[src/rtl/iil_pkg.sv]
package iil_pkg;

  localparam int NUM_UNITS = 6;
  localparam int HORIZON   = 4;
  localparam int CNT_W     = 2;

  localparam int U_AE = 0;
  localparam int U_AM = 1;
  localparam int U_AW = 2;
  localparam int U_LE = 3;
  localparam int U_LM = 4;
  localparam int U_LW = 5;

  typedef enum logic [2:0] {
    C_ALU       = 3'd0,
    C_ALU_SHREG = 3'd1,
    C_LOAD1     = 3'd2,
    C_STORE1    = 3'd3,
    C_LOADM     = 3'd4,
    C_STOREM    = 3'd5
  } iclass_e;

  typedef logic [NUM_UNITS-1:0][HORIZON-1:0] resv_t;

  function automatic resv_t class_resv(logic [2:0] c);
    resv_t r;
    r = '0;
    case (c)
      C_ALU_SHREG: begin
        r[U_AE] = 4'b0011; r[U_AM] = 4'b0100; r[U_AW] = 4'b1000;
      end
      C_LOAD1, C_STORE1: begin
        r[U_AE] = 4'b0001; r[U_LE] = 4'b0001; r[U_LM] = 4'b0010;
        r[U_AW] = 4'b0100; r[U_LW] = 4'b0100;
      end
      C_LOADM, C_STOREM: begin
        r[U_AE] = 4'b0111; r[U_LE] = 4'b0011; r[U_LM] = 4'b0110;
        r[U_AW] = 4'b1000; r[U_LW] = 4'b1000;
      end
      default: begin
        r[U_AE] = 4'b0001; r[U_AM] = 4'b0010; r[U_AW] = 4'b0100;
      end
    endcase
    return r;
  endfunction

  function automatic logic [CNT_W-1:0] class_lat(logic [2:0] c);
    case (c)
      C_ALU_SHREG, C_LOAD1: return 2'd2;
      C_LOADM:              return 2'd3;
      C_STORE1, C_STOREM:   return 2'd0;
      default:              return 2'd1;
    endcase
  endfunction

endpackage

[src/rtl/iil_scoreboard.sv]
module iil_scoreboard
  import iil_pkg::*;
#(
  parameter int NREG  = 16,
  parameter int REG_W = $clog2(NREG)
) (
  input  logic                       clk,
  input  logic                       rst,
  input  logic                       wr_en,
  input  logic [REG_W-1:0]           wr_reg,
  input  logic [CNT_W-1:0]           wr_cnt,
  input  logic                       wr_load,
  input  logic [2:0][REG_W-1:0]      src_reg,
  input  logic [2:0]                 src_use,
  input  logic                       byp_ok,
  output logic                       ready
);

  logic [CNT_W-1:0] cnt       [NREG];
  logic             from_load [NREG];

  always_ff @(posedge clk) begin
    for (int i = 0; i < NREG; i++) begin
      if (rst) begin
        cnt[i]       <= '0;
        from_load[i] <= 1'b0;
      end else if (wr_en && wr_reg == REG_W'(i)) begin
        cnt[i]       <= wr_cnt;
        from_load[i] <= wr_load;
      end else if (cnt[i] != '0) begin
        cnt[i] <= cnt[i] - CNT_W'(1);
      end
    end
  end

  logic [2:0] slot_ok;

  always_comb begin
    for (int s = 0; s < 3; s++) begin
      slot_ok[s] = !src_use[s] || (cnt[src_reg[s]] == '0);
    end
    // store-data bypass from a single load, data slot only
    if (src_use[2] && byp_ok && from_load[src_reg[2]] &&
        cnt[src_reg[2]] == CNT_W'(1))
      slot_ok[2] = 1'b1;
    ready = &slot_ok;
  end

  generate
    for (genvar g = 0; g < NREG; g++) begin : g_chk
      // pending countdowns fall by one each cycle unless reloaded
      p_countdown_r2: assert property (@(posedge clk) disable iff (rst)
        (cnt[g] != '0 && !(wr_en && wr_reg == REG_W'(g)))
          |=> (cnt[g] == $past(cnt[g]) - CNT_W'(1)));
    end
  endgenerate

endmodule

[src/rtl/iil_resv.sv]
module iil_resv
  import iil_pkg::*;
(
  input  logic       clk,
  input  logic       rst,
  input  logic       issue,
  input  logic [2:0] cls,
  output logic       free
);

  resv_t busy;
  resv_t req;

  always_comb begin
    req  = class_resv(cls);
    free = 1'b1;
    for (int u = 0; u < NUM_UNITS; u++) begin
      if ((busy[u] & req[u]) != '0) free = 1'b0;
    end
  end

  always_ff @(posedge clk) begin
    for (int u = 0; u < NUM_UNITS; u++) begin
      if (rst) busy[u] <= '0;
      else     busy[u] <= (busy[u] | (issue ? req[u] : '0)) >> 1;
    end
  end

  generate
    for (genvar g = 0; g < NUM_UNITS; g++) begin : g_chk
      // a claim for the next cycle is held in the record
      p_claim_kept_r9: assert property (@(posedge clk) disable iff (rst)
        (issue && req[g][1]) |=> busy[g][0]);
    end
  endgenerate

endmodule

[src/rtl/issue_interlock.sv]
module issue_interlock
  import iil_pkg::*;
#(
  parameter int NREG  = 16,
  parameter int REG_W = $clog2(NREG)
) (
  input  logic             clk,
  input  logic             rst,
  input  logic             in_valid,
  input  logic [2:0]       in_class,
  input  logic [REG_W-1:0] in_dst,
  input  logic             in_dst_we,
  input  logic [REG_W-1:0] in_src0,
  input  logic [REG_W-1:0] in_src1,
  input  logic [REG_W-1:0] in_src2,
  input  logic [2:0]       in_src_use,
  output logic             stall,
  output logic             issue
);

  logic [CNT_W-1:0] lat;
  logic             src_ready;
  logic             stage_free;
  logic             wr_en;

  assign lat   = class_lat(in_class);
  assign stall = in_valid && !(src_ready && stage_free);
  assign issue = in_valid && !stall;
  assign wr_en = issue && in_dst_we && (lat != '0);

  iil_scoreboard #(.NREG(NREG), .REG_W(REG_W)) u_sb (
    .clk     (clk),
    .rst     (rst),
    .wr_en   (wr_en),
    .wr_reg  (in_dst),
    .wr_cnt  (lat - CNT_W'(1)),
    .wr_load (in_class == C_LOAD1),
    .src_reg ({in_src2, in_src1, in_src0}),
    .src_use (in_src_use),
    .byp_ok  (in_class == C_STORE1),
    .ready   (src_ready)
  );

  iil_resv u_resv (
    .clk   (clk),
    .rst   (rst),
    .issue (issue),
    .cls   (in_class),
    .free  (stage_free)
  );

  // no stall without an offered instruction
  p_idle_no_stall_r1: assert property (@(posedge clk) disable iff (rst)
    !in_valid |-> !stall);

  // a consumer of a single load one cycle later must wait
  p_load_use_r4: assert property (@(posedge clk) disable iff (rst)
    ($past(issue && in_class == C_LOAD1 && in_dst_we) && in_valid &&
     in_src_use[0] && in_src0 == $past(in_dst)) |-> stall);

  // multi-register load keeps arithmetic execute for the next cycle
  p_loadm_holds_ae_r7: assert property (@(posedge clk) disable iff (rst)
    ($past(issue && in_class == C_LOADM) && in_valid && in_class == C_ALU)
      |-> stall);

endmodule

[config.mk]
export PLATFORM = sky130hd
export DESIGN_NAME = issue_interlock
export DESIGN_NICKNAME = d
export VERILOG_FILES = /design/src/rtl/iil_pkg.sv /design/src/rtl/iil_scoreboard.sv /design/src/rtl/iil_resv.sv /design/src/rtl/issue_interlock.sv
export SDC_FILE = /design/constraint.sdc
export NUM_CORES = 1
export LEC_CHECK = 0
export ABC_AREA = 1
export BUFFER_PORTS_ARGS = -buffer_cell sky130_fd_sc_hd__buf_2
export CORE_UTILIZATION = 62
export DETAILED_ROUTE_END_ITERATION = 8
export PLACE_DENSITY_LB_ADDON = 0.2
export SLEW_MARGIN = 20
export SYNTH_ARGS = -nofsm -noshare
export SYNTH_HDL_FRONTEND = slang
export SYNTH_SLANG_ARGS = --single-unit
[constraint.sdc]
create_clock -name clk -period 2.5 [get_ports clk]
set_input_delay 0.125 -clock clk [delete_from_list [all_inputs] [get_ports clk]]
set_output_delay 0.125 -clock clk [all_outputs]
set_load 0.05 [all_outputs]
==> run_results.csv <==
group,metric,value,unit
outcome,status,"completed",
clocking,htreeDepth,2,
timing,slew_violations,0,
floorplanning,start_util,0.652,
finish,final_common_cell,"nand2_1",
finish,finalNetCount,700,
clocking,clkLatencyLatePin,0.32,ns
timing,timing.slew.headroom,0.579,
floorplanning,die_x,87.0,um
floorplanning,dieHeight,87.0,um
finish,drive_gt1_frac,0.114,
worst_setup_path,start_kind,"flop",
grt,grt_max_degree,66,
routing,drc,0,
synthesis,yosysUniqueCellTypes,29,
routing,dr.pass1.iters,6,
timing,hold_viol_final,0,
floorplanning,die_area,0.00757,sq mm
worst_setup_path,reg2reg_slack,0.16,ns
clocking,clock-sinks,53,
floorplanning,core_area,0.00687,sq mm
routing,drt_iter0_markers,537,
place,dpl.hpwl,8.85,mm
finish,final_cell_mix,"163 x nand2_1, 128 x nand3_1, 104 x inv_1, 49 x nor2_1, 48 x edfxtp_1",
clocking,cts_tree,"done",
place,dpl_cell_area,0.00470,sq mm
min_path,hold_path_end,"u_resv.busy[5]",
power_and_ir_drop,ir_drop,361,uV
synthesis,ys_ff_latch,53,
worst_setup_path,setup.worst_path.end_class,"flop",
finish,area_growth,8.07,%
synthesis,yosysWarnings,0,
worst_setup_path,cp_slowest_cell,"edfxtp_1",
routing,dr_total_vias,4497,
finish,layout.cells.non_filler,752,
grt,grt_pass1_wl,19.3,mm
routing,ant_nets,0,
grt,grt_antenna_before_repair,0,
worst_setup_path,cp_top_family,"simple AND/OR/NAND/NOR gates",
clocking,cts_buffers,5,
floorplanning,rows,30,
timing,fin_crit,2.34,ns
finish,nFillCells,585,
synthesis,synth_nets,678,
floorplanning,pin_count,28,
worst_setup_path,crit_buf_inv,2,
synthesis,ys_seq_area_frac,0.344,
routing,wl,12.0,mm
timing,clock_skew,0.00912,ns
clocking,cts_hold_buf,0,
timing,fin_tns_setup,0,ns
worst_setup_path,required,2.52,ns
min_path,worstHoldPathType,"input port to flop",
synthesis,syn_area_per_cell,7.07,sq um
worst_setup_path,r2r_end,"u_sb.cnt[7][0]",
grt,gr-usage-all-layers,0.333,
timing,tightest_slew,0.631,ns
finish,n_antenna_cell,0,
clocking,cts-root-buf,"clkbuf_8",
min_path,holdPathStages,3,
worst_setup_path,path_cells,"inv_1, nand3_1, o21ai_1, nand2_1, nand3_1, nand3_1, nand3_1, nand3_4, nor2_8, buf_4, nand4_4, nand3_1",
timing,finalSetupViolCount,0,
power_and_ir_drop,power,0.00400,W
worst_setup_path,cp_common_cell,"nand3_1",
worst_setup_path,rr_worst_depth,12,
timing,period_share,0.937,
clocking,cts.path.max_buffers,2,
power_and_ir_drop,p_leak,2.52,nW
place,place_congestion,0.961,
worst_setup_path,r2r-start,"u_sb.cnt[7][0]",
place,portBuffers,27,
synthesis,synthesis.area,0.00448,sq mm
worst_setup_path,timing_worst_setup_path_type,"flop to flop",
worst_setup_path,path_max_fanout,6,
clocking,cts.clk_slew.worst_paths,0.10,ns
routing,routedWlPerCell,16.0,um
routing,vias_per_cell,5.98,
grt,overflow,0,
timing,fmax,427,MHz
worst_setup_path,cp_data_arrival_time,2.37,ns
grt,grt_pass1_vias,4134,
run,maxCapViolCount,0,
power_and_ir_drop,power_density,827,mW/mm^2
synthesis,synthCells,633,
finish,final_util,0.705,
worst_setup_path,slowest_delay,0.40,ns
min_path,hp-start,"in_class[0]",
place,placedCellCount,742,
finish,final_area,0.00484,sq mm
==> per-stage QoR <==
stage	setup slack (ns)	hold WS, ns
finish	0.158	0.125
global route	-0.00135	0.125
CTS	0.0898	0.124
detailed placement	-0.121	0.461
global placement	-0.0104	0.456
floorplan	0.266	0.289
==> cell usage after synthesis, drive strengths merged <==
master,count,share of area
a21oi,3,0.0034
buf,20,0.033
clkbuf,9,0.0075
clkinv,9,0.0078
dfxtp,5,0.022
edfxtp,48,0.32
ha,19,0.053
inv,106,0.089
nand2,165,0.14
nand3,130,0.15
nand3b,1,0.0017
nand4,51,0.11
nor2,52,0.048
nor3,7,0.0078
o211ai,2,0.0034
o21ai,6,0.0067
==> registers in the layout (all words and copies together) (netlist names) <==
register and flops:
u_sb.cnt 32, u_sb.from_load 16, u_resv.busy 5
==> worst max-delay path by stage <==
stage	startpoint	to	cells after the start
after floorplan	in_class[2]	u_sb.cnt[12][0]	11
after global placement	in_class[1]	u_sb.cnt[7][0]	12
after detailed placement	in_class[1]	u_sb.cnt[7][0]	12
after CTS	u_sb.cnt[6][0]	u_sb.cnt[7][0]	12
after global routing	u_sb.cnt[7][0]	u_sb.cnt[7][0]	12
final	u_sb.cnt[7][0]	u_sb.cnt[7][0]	12
==> where the power goes <==
| part | internal [W] | switching (W) | leakage [nW] | total (W) |
|---|---|---|---|---|
| clock | 0.000296 | 0.000295 | 0.0528 | 0.000592 |
| sequential | 0.00132 | 0.0000814 | 0.556 | 0.00140 |
| combinational | 0.000662 | 0.00135 | 1.91 | 0.00201 |
| total | 0.00227 | 0.00173 | 2.52 | 0.00400 |
==> worst reg2reg max path, delay by kind of cell (launching register included) <==
kind / cells / cell delay (ns)
DFF: 1 / 0.40
and+or+nand+nor: 9 / 1.16
AOI/OAI and AO/OA: 1 / 0.13
buffers and inverters: 2 / 0.35
==> kinds of logic (layout without fill, tap and decap cells) <==
kind of cell	Yosys count	after routing	share of synthesized area
AND/OR/NAND/NOR	406	407	0.452
buffers and inverters	144	166	0.137
flip-flops	53	53	0.344
adder cells (fa/ha/maj)	19	19	0.0531
AO/OA/AOI/OAI	11	11	0.0134
==> repair_timing <==
item	CTS	global route
endpoints found under the setup margin	0	66
gates resized for setup	0	5
setup buffers	0	1
==> routing by layer <==
metal | wire length [um] | global-route usage
met1 | 4880 | 0.428
met2 | 5690 | 0.571
met3 | 1090 | 0.0455
met4 | 380 | 0.126
met5 | 0 | 0
==> area by class of cell <==
cell class	instances	area, sq um	share of cell area
multi-input cells	437	2350	0.486
repair buffers	43	283	0.0584
clock buffers	6	72.6	0.0150
well taps	96	120	0.0248
inverters	115	435	0.0900
flip-flops and latches	53	1540	0.319
clock inverters	2	33.8	0.00698
Power figures use the tool's default switching activity.
